$ cat src/rtl/hp_pkg.sv
package hp_pkg;
  typedef logic [7:0] hbyte_t;
  localparam int NUM_EVT = 5;
  localparam int ST_TXE  = 6;
  localparam int ST_REM  = 5;
  localparam int ST_INTM = 4;
  localparam int ST_INT  = 3;
  localparam int ST_ESC  = 2;
endpackage

$ cat src/rtl/hp_fifo.sv
module hp_fifo #(
  parameter int W     = 8,
  parameter int DEPTH = 14
) (
  input  logic                           clk,
  input  logic                           rst_n,
  input  logic                           push,
  input  logic [W-1:0]                   pdata,
  input  logic                           pop,
  output logic [W-1:0]                   head,
  output logic [$clog2(DEPTH+1)-1:0]     count
);
  localparam int PW = (DEPTH > 1) ? $clog2(DEPTH) : 1;
  localparam int CW = $clog2(DEPTH + 1);
  localparam logic [PW-1:0] LAST = PW'(DEPTH - 1);

  logic [W-1:0]  mem [DEPTH];
  logic [PW-1:0] wptr_q, wptr_d, rptr_q, rptr_d;
  logic [CW-1:0] cnt_q, cnt_d;
  logic          full, empty, do_push, do_pop;

  assign full    = (cnt_q == CW'(DEPTH));
  assign empty   = (cnt_q == '0);
  assign do_push = push & ~full;
  assign do_pop  = pop & ~empty;

  always_comb begin
    wptr_d = wptr_q;
    rptr_d = rptr_q;
    cnt_d  = cnt_q;
    if (do_push) wptr_d = (wptr_q == LAST) ? '0 : wptr_q + PW'(1);
    if (do_pop)  rptr_d = (rptr_q == LAST) ? '0 : rptr_q + PW'(1);
    case ({do_push, do_pop})
      2'b10:   cnt_d = cnt_q + CW'(1);
      2'b01:   cnt_d = cnt_q - CW'(1);
      default: cnt_d = cnt_q;
    endcase
  end

  always_ff @(posedge clk or negedge rst_n) begin
    if (!rst_n) begin
      wptr_q <= '0;
      rptr_q <= '0;
      cnt_q  <= '0;
    end else begin
      wptr_q <= wptr_d;
      rptr_q <= rptr_d;
      cnt_q  <= cnt_d;
    end
  end

  always_ff @(posedge clk) begin
    if (do_push) mem[wptr_q] <= pdata;
  end

  assign head  = mem[rptr_q];
  assign count = cnt_q;

  AST_FULL_HOLDS: assert property (@(posedge clk) disable iff (!rst_n)
    (cnt_q == CW'(DEPTH) && push && !pop) |=> (cnt_q == CW'(DEPTH)));
  AST_EMPTY_HOLDS: assert property (@(posedge clk) disable iff (!rst_n)
    (cnt_q == '0 && pop && !push) |=> (cnt_q == '0));
endmodule

$ cat src/rtl/hp_strobe.sv
module hp_strobe #(
  parameter int SYNC_STAGES = 2
) (
  input  logic       clk,
  input  logic       rst_n,
  input  logic       cs_n,
  input  logic       rd_n,
  input  logic       wr_n,
  input  logic       addr,
  input  logic [7:0] din,
  output logic       wr_commit,
  output logic       rd_done,
  output logic       cap_addr,
  output logic [7:0] cap_data
);
  logic [SYNC_STAGES:0] wr_sh, rd_sh;
  logic wr_act, rd_act, cap_en;
  logic       addr_q, addr_d;
  logic [7:0] data_q, data_d;

  assign wr_act = rd_n & ~cs_n & ~wr_n;
  assign rd_act = ~cs_n & ~rd_n;
  assign cap_en = wr_sh[SYNC_STAGES-1] | rd_sh[SYNC_STAGES-1];

  always_comb begin
    addr_d = addr_q;
    data_d = data_q;
    if (cap_en) begin
      addr_d = addr;
      data_d = din;
    end
  end

  always_ff @(posedge clk or negedge rst_n) begin
    if (!rst_n) begin
      wr_sh  <= '0;
      rd_sh  <= '0;
      addr_q <= 1'b0;
      data_q <= '0;
    end else begin
      wr_sh  <= {wr_sh[SYNC_STAGES-1:0], wr_act};
      rd_sh  <= {rd_sh[SYNC_STAGES-1:0], rd_act};
      addr_q <= addr_d;
      data_q <= data_d;
    end
  end

  assign wr_commit = wr_sh[SYNC_STAGES] & ~wr_sh[SYNC_STAGES-1];
  assign rd_done   = rd_sh[SYNC_STAGES] & ~rd_sh[SYNC_STAGES-1];
  assign cap_addr  = addr_q;
  assign cap_data  = data_q;

  AST_COMMIT_ONCE: assert property (@(posedge clk) disable iff (!rst_n)
    wr_commit |=> !wr_commit);
endmodule

$ cat src/rtl/hp_status.sv
module hp_status
  import hp_pkg::*;
#(
  parameter int CNT_W   = 4,
  parameter int TXE_LOW = 2
) (
  input  logic               clk,
  input  logic               rst_n,
  input  logic               wr_stat,
  input  logic               wbit_txe,
  input  logic               wbit_intm,
  input  logic               wbit_esc,
  input  logic [CNT_W-1:0]   tx_count,
  input  logic               rx_empty,
  input  logic [NUM_EVT-1:0] evt_in,
  input  logic               evt_clr,
  input  logic               hes_en,
  output hbyte_t             status,
  output logic [NUM_EVT-1:0] evt_flags,
  output logic               int_n,
  output logic               esc_out
);
  logic txe_lvl, txe_prev_q, txe_rise;
  logic pend_q, pend_d, intm_q, intm_d, esc_q, esc_d;
  logic [NUM_EVT-1:0] evt_q, evt_d;
  logic int_flag;

  assign txe_lvl  = (tx_count <= CNT_W'(TXE_LOW));
  assign txe_rise = txe_lvl & ~txe_prev_q;
  assign int_flag = |evt_q;

  always_comb begin
    pend_d = pend_q;
    intm_d = intm_q;
    esc_d  = esc_q;
    if (wr_stat) begin
      intm_d = wbit_intm;
      esc_d  = wbit_esc;
      if (!wbit_txe) pend_d = 1'b0;
    end
    if (txe_rise) pend_d = 1'b1;
    evt_d = (evt_clr ? '0 : evt_q) | evt_in;
  end

  always_ff @(posedge clk or negedge rst_n) begin
    if (!rst_n) begin
      txe_prev_q <= 1'b1;
      pend_q     <= 1'b0;
      intm_q     <= 1'b0;
      esc_q      <= 1'b0;
      evt_q      <= '0;
    end else begin
      txe_prev_q <= txe_lvl;
      pend_q     <= pend_d;
      intm_q     <= intm_d;
      esc_q      <= esc_d;
      evt_q      <= evt_d;
    end
  end

  always_comb begin
    status          = '0;
    status[ST_TXE]  = txe_lvl;
    status[ST_REM]  = rx_empty;
    status[ST_INTM] = intm_q;
    status[ST_INT]  = int_flag;
    status[ST_ESC]  = esc_q;
  end

  assign evt_flags = evt_q;
  assign int_n     = ~(intm_q & (int_flag | pend_q));
  assign esc_out   = esc_q & hes_en;

  AST_TXE_ACK: assert property (@(posedge clk) disable iff (!rst_n)
    (wr_stat && !wbit_txe && !txe_rise) |=> !pend_q);
  AST_EVT_STICKY: assert property (@(posedge clk) disable iff (!rst_n)
    !evt_clr |=> ((evt_q & $past(evt_q)) == $past(evt_q)));
  AST_EVT_SET_WINS: assert property (@(posedge clk) disable iff (!rst_n)
    (evt_in != '0) |=> ((evt_q & $past(evt_in)) == $past(evt_in)));
endmodule

$ cat src/rtl/par_host_port.sv
module par_host_port
  import hp_pkg::*;
#(
  parameter int TX_DEPTH    = 14,
  parameter int RX_DEPTH    = 16,
  parameter int TXE_LOW     = 2,
  parameter int SYNC_STAGES = 2
) (
  input  logic               clk,
  input  logic               rst_n,
  input  logic               cs_n,
  input  logic               rd_n,
  input  logic               wr_n,
  input  logic               addr,
  input  logic [7:0]         host_din,
  output logic [7:0]         host_dout,
  output logic               host_doe,
  output logic               host_int_n,
  input  logic               tx_rd_en,
  output logic [7:0]         tx_rd_data,
  output logic               tx_empty,
  input  logic               rx_wr_en,
  input  logic [7:0]         rx_wr_data,
  output logic               rx_full,
  input  logic [NUM_EVT-1:0] evt_in,
  input  logic               evt_clr,
  input  logic               hes_en,
  output logic [NUM_EVT-1:0] evt_flags,
  output logic               esc_out
);
  localparam int TX_CW = $clog2(TX_DEPTH + 1);
  localparam int RX_CW = $clog2(RX_DEPTH + 1);

  logic       wr_commit, rd_done, cap_addr;
  hbyte_t     cap_data, rx_head, status;
  logic [TX_CW-1:0] tx_cnt;
  logic [RX_CW-1:0] rx_cnt;
  logic       rx_empty;

  hp_strobe #(.SYNC_STAGES(SYNC_STAGES)) u_strobe (
    .clk(clk), .rst_n(rst_n), .cs_n(cs_n), .rd_n(rd_n), .wr_n(wr_n),
    .addr(addr), .din(host_din), .wr_commit(wr_commit), .rd_done(rd_done),
    .cap_addr(cap_addr), .cap_data(cap_data)
  );

  hp_fifo #(.W(8), .DEPTH(TX_DEPTH)) u_txq (
    .clk(clk), .rst_n(rst_n), .push(wr_commit & ~cap_addr), .pdata(cap_data),
    .pop(tx_rd_en), .head(tx_rd_data), .count(tx_cnt)
  );

  hp_fifo #(.W(8), .DEPTH(RX_DEPTH)) u_rxq (
    .clk(clk), .rst_n(rst_n), .push(rx_wr_en), .pdata(rx_wr_data),
    .pop(rd_done & ~cap_addr), .head(rx_head), .count(rx_cnt)
  );

  assign tx_empty = (tx_cnt == '0);
  assign rx_empty = (rx_cnt == '0);
  assign rx_full  = (rx_cnt == RX_CW'(RX_DEPTH));

  hp_status #(.CNT_W(TX_CW), .TXE_LOW(TXE_LOW)) u_stat (
    .clk(clk), .rst_n(rst_n), .wr_stat(wr_commit & cap_addr),
    .wbit_txe(cap_data[ST_TXE]), .wbit_intm(cap_data[ST_INTM]),
    .wbit_esc(cap_data[ST_ESC]), .tx_count(tx_cnt), .rx_empty(rx_empty),
    .evt_in(evt_in), .evt_clr(evt_clr), .hes_en(hes_en), .status(status),
    .evt_flags(evt_flags), .int_n(host_int_n), .esc_out(esc_out)
  );

  assign host_doe  = ~cs_n & ~rd_n;
  assign host_dout = addr ? status : (rx_empty ? 8'h00 : rx_head);

  AST_INT_MASKED: assert property (@(posedge clk) disable iff (!rst_n)
    !status[ST_INTM] |-> host_int_n);
  AST_ESC_GATED: assert property (@(posedge clk) disable iff (!rst_n)
    !hes_en |-> !esc_out);
  AST_TX_BOUND: assert property (@(posedge clk) disable iff (!rst_n)
    tx_cnt <= TX_CW'(TX_DEPTH));
endmodule

$ cat config.mk
export PLATFORM = sky130hd
export DESIGN_NAME = par_host_port
export DESIGN_NICKNAME = d
export VERILOG_FILES = /design/src/rtl/hp_pkg.sv /design/src/rtl/hp_fifo.sv /design/src/rtl/hp_strobe.sv /design/src/rtl/hp_status.sv /design/src/rtl/par_host_port.sv
export SDC_FILE = /design/constraint.sdc
export NUM_CORES = 1
export LEC_CHECK = 0
export BUFFER_PORTS_ARGS = -buffer_cell sky130_fd_sc_hd__buf_2
export CORE_ASPECT_RATIO = 0.9
export CORE_MARGIN = 5
export CORE_UTILIZATION = 59
export CTS_CLUSTER_DIAMETER = 120
export CTS_CLUSTER_SIZE = 16
export DETAILED_ROUTE_END_ITERATION = 8
export PLACE_DENSITY_LB_ADDON = 0.2
export SLEW_MARGIN = 20
export SYNTH_ARGS = -nofsm -noshare
export SYNTH_HDL_FRONTEND = slang
export SYNTH_HIERARCHICAL = 1
export SYNTH_SLANG_ARGS = --single-unit
$ cat constraint.sdc
create_clock -name clk -period 6.55 [get_ports clk]
set_clock_uncertainty 0.1 [all_clocks]
set_input_delay 0.3275 -clock clk [delete_from_list [all_inputs] [get_ports clk]]
set_output_delay 0.3275 -clock clk [all_outputs]
set_load 0.01 [all_outputs]
==> metrics.txt <==
# TYPE chip_impl_metric gauge
chip_impl_info{name="cp_slowest_cell",value="sky130_fd_sc_hd__nor2b_1"} 1
chip_impl_metric{name="cts_resized",unit=""} 0
chip_impl_info{name="most_instantiated_flip_flop_cell_in_the_synthesis_netlist",value="sky130_fd_sc_hd__edfxtp_1"} 1
chip_impl_metric{name="final.fill_count",unit=""} 1314
chip_impl_metric{name="p_int",unit="W"} 0.00356
chip_impl_metric{name="final_antenna_net_count",unit=""} 0
chip_impl_metric{name="post_route_cells_drive_above_1_share",unit="%"} 20.1
chip_impl_metric{name="detailedRoute.firstIterationViolations",unit=""} 485
chip_impl_info{name="kind_of_end_point_of_the_critical_path",value="output port"} 1
chip_impl_metric{name="initial_core_utilization",unit="%"} 60.0
chip_impl_metric{name="critPathMaxStageDelay",unit="ns"} 0.52
chip_impl_metric{name="switching_power_share_of_the_total",unit="%"} 32.3
chip_impl_metric{name="drt_first_pass_iters",unit=""} 4
chip_impl_metric{name="clock_sink_count",unit=""} 289
chip_impl_info{name="r2r-start",value="u_rxq/count[1]$_DFFE_PN0P_"} 1
chip_impl_metric{name="synthArstFlopShare",unit="%"} 17.0
chip_impl_metric{name="buffers_and_inverters_on_the_worst_path",unit=""} 2
chip_impl_metric{name="critPathMaxFanout",unit=""} 31
chip_impl_metric{name="area_grow_syn2layout",unit="%"} 10.5
chip_impl_metric{name="clock_path_buffers",unit=""} 3
chip_impl_metric{name="power.share.clock",unit="%"} 23.8
chip_impl_metric{name="average_routed_wire_per_standard_cell",unit="µm"} 22.7
chip_impl_metric{name="postSynthRegisterBits",unit=""} 289
chip_impl_metric{name="period_share",unit="%"} 48.9
chip_impl_metric{name="synth_sequential_area_ratio",unit="%"} 70.3
chip_impl_metric{name="finalSetupViolations",unit=""} 0
chip_impl_metric{name="wl_met1",unit="µm"} 9410
chip_impl_info{name="post_synth_main_area_contributors",value="sky130_fd_sc_hd__edfxtp_1, sky130_fd_sc_hd__dfrtp_1, sky130_fd_sc_hd__mux4_2, sky130_fd_sc_hd__mux2i_1, sky130_fd_sc_hd__mux4_1"} 1
chip_impl_metric{name="layout.cell_area.non_filler",unit="µm²"} 13300
chip_impl_metric{name="layout.area.seq",unit="µm²"} 8440
chip_impl_metric{name="clk_latency",unit="ns"} 0.50
chip_impl_metric{name="first_pass_grt_wire_length",unit="µm"} 36300
chip_impl_metric{name="synth_edf_count",unit=""} 240
chip_impl_metric{name="antenna_cells",unit=""} 0
chip_impl_metric{name="die_width",unit="µm"} 160
chip_impl_metric{name="cts.htree.levels",unit=""} 1
chip_impl_metric{name="power_switching",unit="W"} 0.00169
chip_impl_info{name="rsz_0062_raised_after_global_routing",value="false"} 1
chip_impl_info{name="timing.critical_path.from_type",value="flip-flop"} 1
chip_impl_metric{name="placementRows",unit=""} 49
chip_impl_metric{name="clk_pin_slew",unit="ns"} 0.07
chip_impl_metric{name="synth_top_area_share",unit="%"} 60.1
chip_impl_metric{name="pwr-share-comb",unit="%"} 29.8
chip_impl_metric{name="chipHeight",unit="µm"} 145
chip_impl_metric{name="slew-limit-headroom",unit="%"} 23.6
chip_impl_metric{name="ys_warn_count",unit=""} 6
chip_impl_info{name="class_of_the_worst_hold_path",value="input port to flip-flop"} 1
chip_impl_metric{name="arrival",unit="ns"} 2.77
chip_impl_metric{name="cp_data_required_time",unit="ns"} 6.12
chip_impl_metric{name="place_hpwl",unit="µm"} 15200
chip_impl_metric{name="multi_input_area",unit="µm²"} 3280
chip_impl_info{name="status",value="complete, no violations"} 1
chip_impl_metric{name="seq_power_share",unit="%"} 46.4
chip_impl_info{name="library_cell_occupying_the_most_area_in_the_post_synthesis_netlist",value="sky130_fd_sc_hd__edfxtp_1"} 1
chip_impl_metric{name="postCtsSetupRepairBufs",unit=""} 0
chip_impl_metric{name="synth_area_per_cell",unit="µm²"} 17.4
chip_impl_metric{name="routed_via_density",unit=""} 6.03
chip_impl_metric{name="largest_vdd_supply_drop",unit="V"} 0.000311
chip_impl_info{name="cts.root.buffer_cell",value="sky130_fd_sc_hd__clkbuf_16"} 1
chip_impl_info{name="synth_top_cells_by_count",value="sky130_fd_sc_hd__edfxtp_1, sky130_fd_sc_hd__mux2i_1, sky130_fd_sc_hd__dfrtp_1"} 1
chip_impl_info{name="routed.top_layer",value="met4"} 1
chip_impl_metric{name="power_density",unit="nW/µm²"} 396
chip_impl_metric{name="finalWirelength",unit="µm"} 23400
chip_impl_metric{name="io-pin-count",unit=""} 57
chip_impl_metric{name="mappedNetlistArea",unit="µm²"} 12000
chip_impl_info{name="cp_cell_sequence",value="buf_4 -> nor2b_1 -> a22oi_1 -> a32oi_1 -> o21ai_0 -> mux2i_1 -> a21oi_1 -> buf_2"} 1
chip_impl_metric{name="io_buffer_count",unit=""} 56
chip_impl_info{name="cp-startpoint",value="u_rxq/rptr_q[0]$_DFFE_PN0P_"} 1
chip_impl_metric{name="achievable-frequency",unit="MHz"} 313
chip_impl_metric{name="setup-tns-final",unit="ns"} 0
chip_impl_metric{name="finalCriticalPeriod",unit="ns"} 3.20
chip_impl_metric{name="timing.final.max_slew_violations",unit=""} 0
chip_impl_metric{name="totalPowerFinal",unit="W"} 0.00525
chip_impl_metric{name="overflow",unit=""} 0
chip_impl_info{name="worst-setup-path-type",value="flip-flop to output port"} 1
chip_impl_metric{name="post_synth_num_cell_types",unit=""} 62
chip_impl_metric{name="design.final.nets",unit=""} 802
chip_impl_metric{name="p_leak",unit="nW"} 4.68
chip_impl_metric{name="tightestPinTransition",unit="ns"} 1.14
chip_impl_metric{name="dpl_cell_area",unit="µm²"} 12400
chip_impl_metric{name="gp_congestion",unit=""} 0.812
chip_impl_metric{name="met3RoutedLength",unit="µm"} 896
chip_impl_metric{name="die-area",unit="µm²"} 23300
chip_impl_metric{name="final_hold_viol_count",unit=""} 0
chip_impl_info{name="tritoncts",value="done"} 1
chip_impl_metric{name="grt_start_max_net_pins",unit=""} 50
chip_impl_info{name="cpLargestDelayFamily",value="compound AO/OA/AOI/OAI gates"} 1
chip_impl_metric{name="wl_met2",unit="µm"} 12600
chip_impl_metric{name="via_count_of_the_first_global_routing_pass",unit=""} 6393
chip_impl_info{name="yosysMostFrequentCell",value="sky130_fd_sc_hd__edfxtp_1"} 1
chip_impl_metric{name="antenna_found_initial",unit=""} 0
chip_impl_metric{name="drv.max_cap_violation_count",unit=""} 0
chip_impl_metric{name="core_region_area",unit="µm²"} 20000
chip_impl_metric{name="synthCells",unit=""} 690
chip_impl_metric{name="numCtsBuffers",unit=""} 22
chip_impl_metric{name="global_route.usage.total",unit="%"} 20.0
chip_impl_metric{name="route.detailed.drc",unit=""} 0
chip_impl_metric{name="route.vias.total",unit=""} 6194
chip_impl_info{name="worstHoldStart",value="evt_clr"} 1
chip_impl_metric{name="cts.hold.buffers_added",unit=""} 18
[cell type report]
class	count	share of cell area, %
clock buffers	39	4.79
clock inverters	1	0.123
inverters	12	0.340
multi-input cells	350	24.8
flip-flops and latches	289	63.6
well taps	255	2.41
repair buffers	82	3.94
[layout by cell type (no fill, tap or decap), types with 9 or more instances in the layout]
cell	n
sky130_fd_sc_hd__o21ai_1	14
sky130_fd_sc_hd__mux2_2	12
sky130_fd_sc_hd__nand2_1	24
sky130_fd_sc_hd__clkbuf_16	23
sky130_fd_sc_hd__ha_1	12
sky130_fd_sc_hd__nand3_1	13
sky130_fd_sc_hd__dlygate4sd3_1	18
sky130_fd_sc_hd__inv_1	12
sky130_fd_sc_hd__nor2_1	28
sky130_fd_sc_hd__o21ai_0	15
sky130_fd_sc_hd__a21o_1	9
sky130_fd_sc_hd__clkbuf_1	16
sky130_fd_sc_hd__a22oi_1	16
sky130_fd_sc_hd__mux2i_1	66
sky130_fd_sc_hd__buf_2	55
sky130_fd_sc_hd__edfxtp_1	240
sky130_fd_sc_hd__mux4_2	33
sky130_fd_sc_hd__a21oi_1	12
sky130_fd_sc_hd__buf_4	9
sky130_fd_sc_hd__dfrtp_1	47
[state kept, by name (all words and copies together) (netlist names), 3 cells and up]
name and count:
u_rxq/mem 128, u_txq/mem 112, u_strobe/cap_data 8, u_rxq/count 5, u_stat/evt_flags 5, u_rxq/rptr_q 4
u_rxq/wptr_q 4, u_txq/count 4, u_txq/rptr_q 4, u_txq/wptr_q 4, u_strobe/rd_sh 3, u_strobe/wr_sh 3
[per-stage QoR]
step	hold slack (ns)	utilization (%)	setup slack [ns]	instances
after floorplan	-0.0681	-	3.82	692
after global routing	0.0609	66.3	3.13	1028
after detailed placement	0.254	62.2	3.61	970
after CTS	0.0534	66.3	3.31	1028
final	0.0732	66.3	3.35	1028
after global placement	0.244	62.0	3.71	970
[cell families after synthesis]
family,Yosys count,synth area share [%]
buffers and inverters,53,2.60
multiplexers,120,14.6
flip-flops,289,70.3
AO/OA/AOI/OAI,88,4.93
other,1,0.0313
XOR/XNOR,10,0.730
AND/OR/NAND/NOR,115,5.20
adder cells (fa/ha/maj),14,1.59
[worst reg2reg max path: cells and delay by family (launching register included)]
family	cells	cell delay [ns]
AND/OR/NAND/NOR	1	0.59
multiplexers	1	0.26
XOR/XNOR	1	0.14
AO/OA/AOI/OAI	3	0.66
buffers and inverters	1	0.10
flip-flops	1	0.47
adder cells (fa/ha/maj)	2	0.58
[worst paths after layout]
check                                           endpoint  slack [ns]  cells after the start
setup / recovery                            host_dout[0]        3.35                      8
hold / removal             u_stat/evt_flags[0]$_DFF_PN0_        0.07                      3
setup reg to reg              u_rxq/count[4]$_DFFE_PN0P_        3.59                      9
hold reg to reg              u_strobe/wr_sh[1]$_DFF_PN0_        0.27                      0
max in group asynchronous    u_rxq/rptr_q[1]$_DFFE_PN0P_        5.59                      2
min in group asynchronous     u_rxq/count[4]$_DFFE_PN0P_        0.30                      2
[layer usage]
layer,track usage (%),up-vias
li1,-,2824
met1,25.9,3196
met2,36.8,140
met3,2.67,34
met4,3.96,0
met5,0,-
[power groups by stage]
| stage | clock network (W) | registers, W | logic (W) |
|---|---|---|---|
| finish | 0.00125 | 0.00244 | 0.00156 |
| global route | 0.00135 | 0.00247 | 0.00169 |
| CTS | 0.00128 | 0.00244 | 0.00158 |
| detailed placement | 0 | 0.00248 | 0.00156 |
| global placement | 0 | 0.00245 | 0.00151 |
| floorplan | 0 | 0.00234 | 0.00125 |
(Power assumes the default switching activity.)
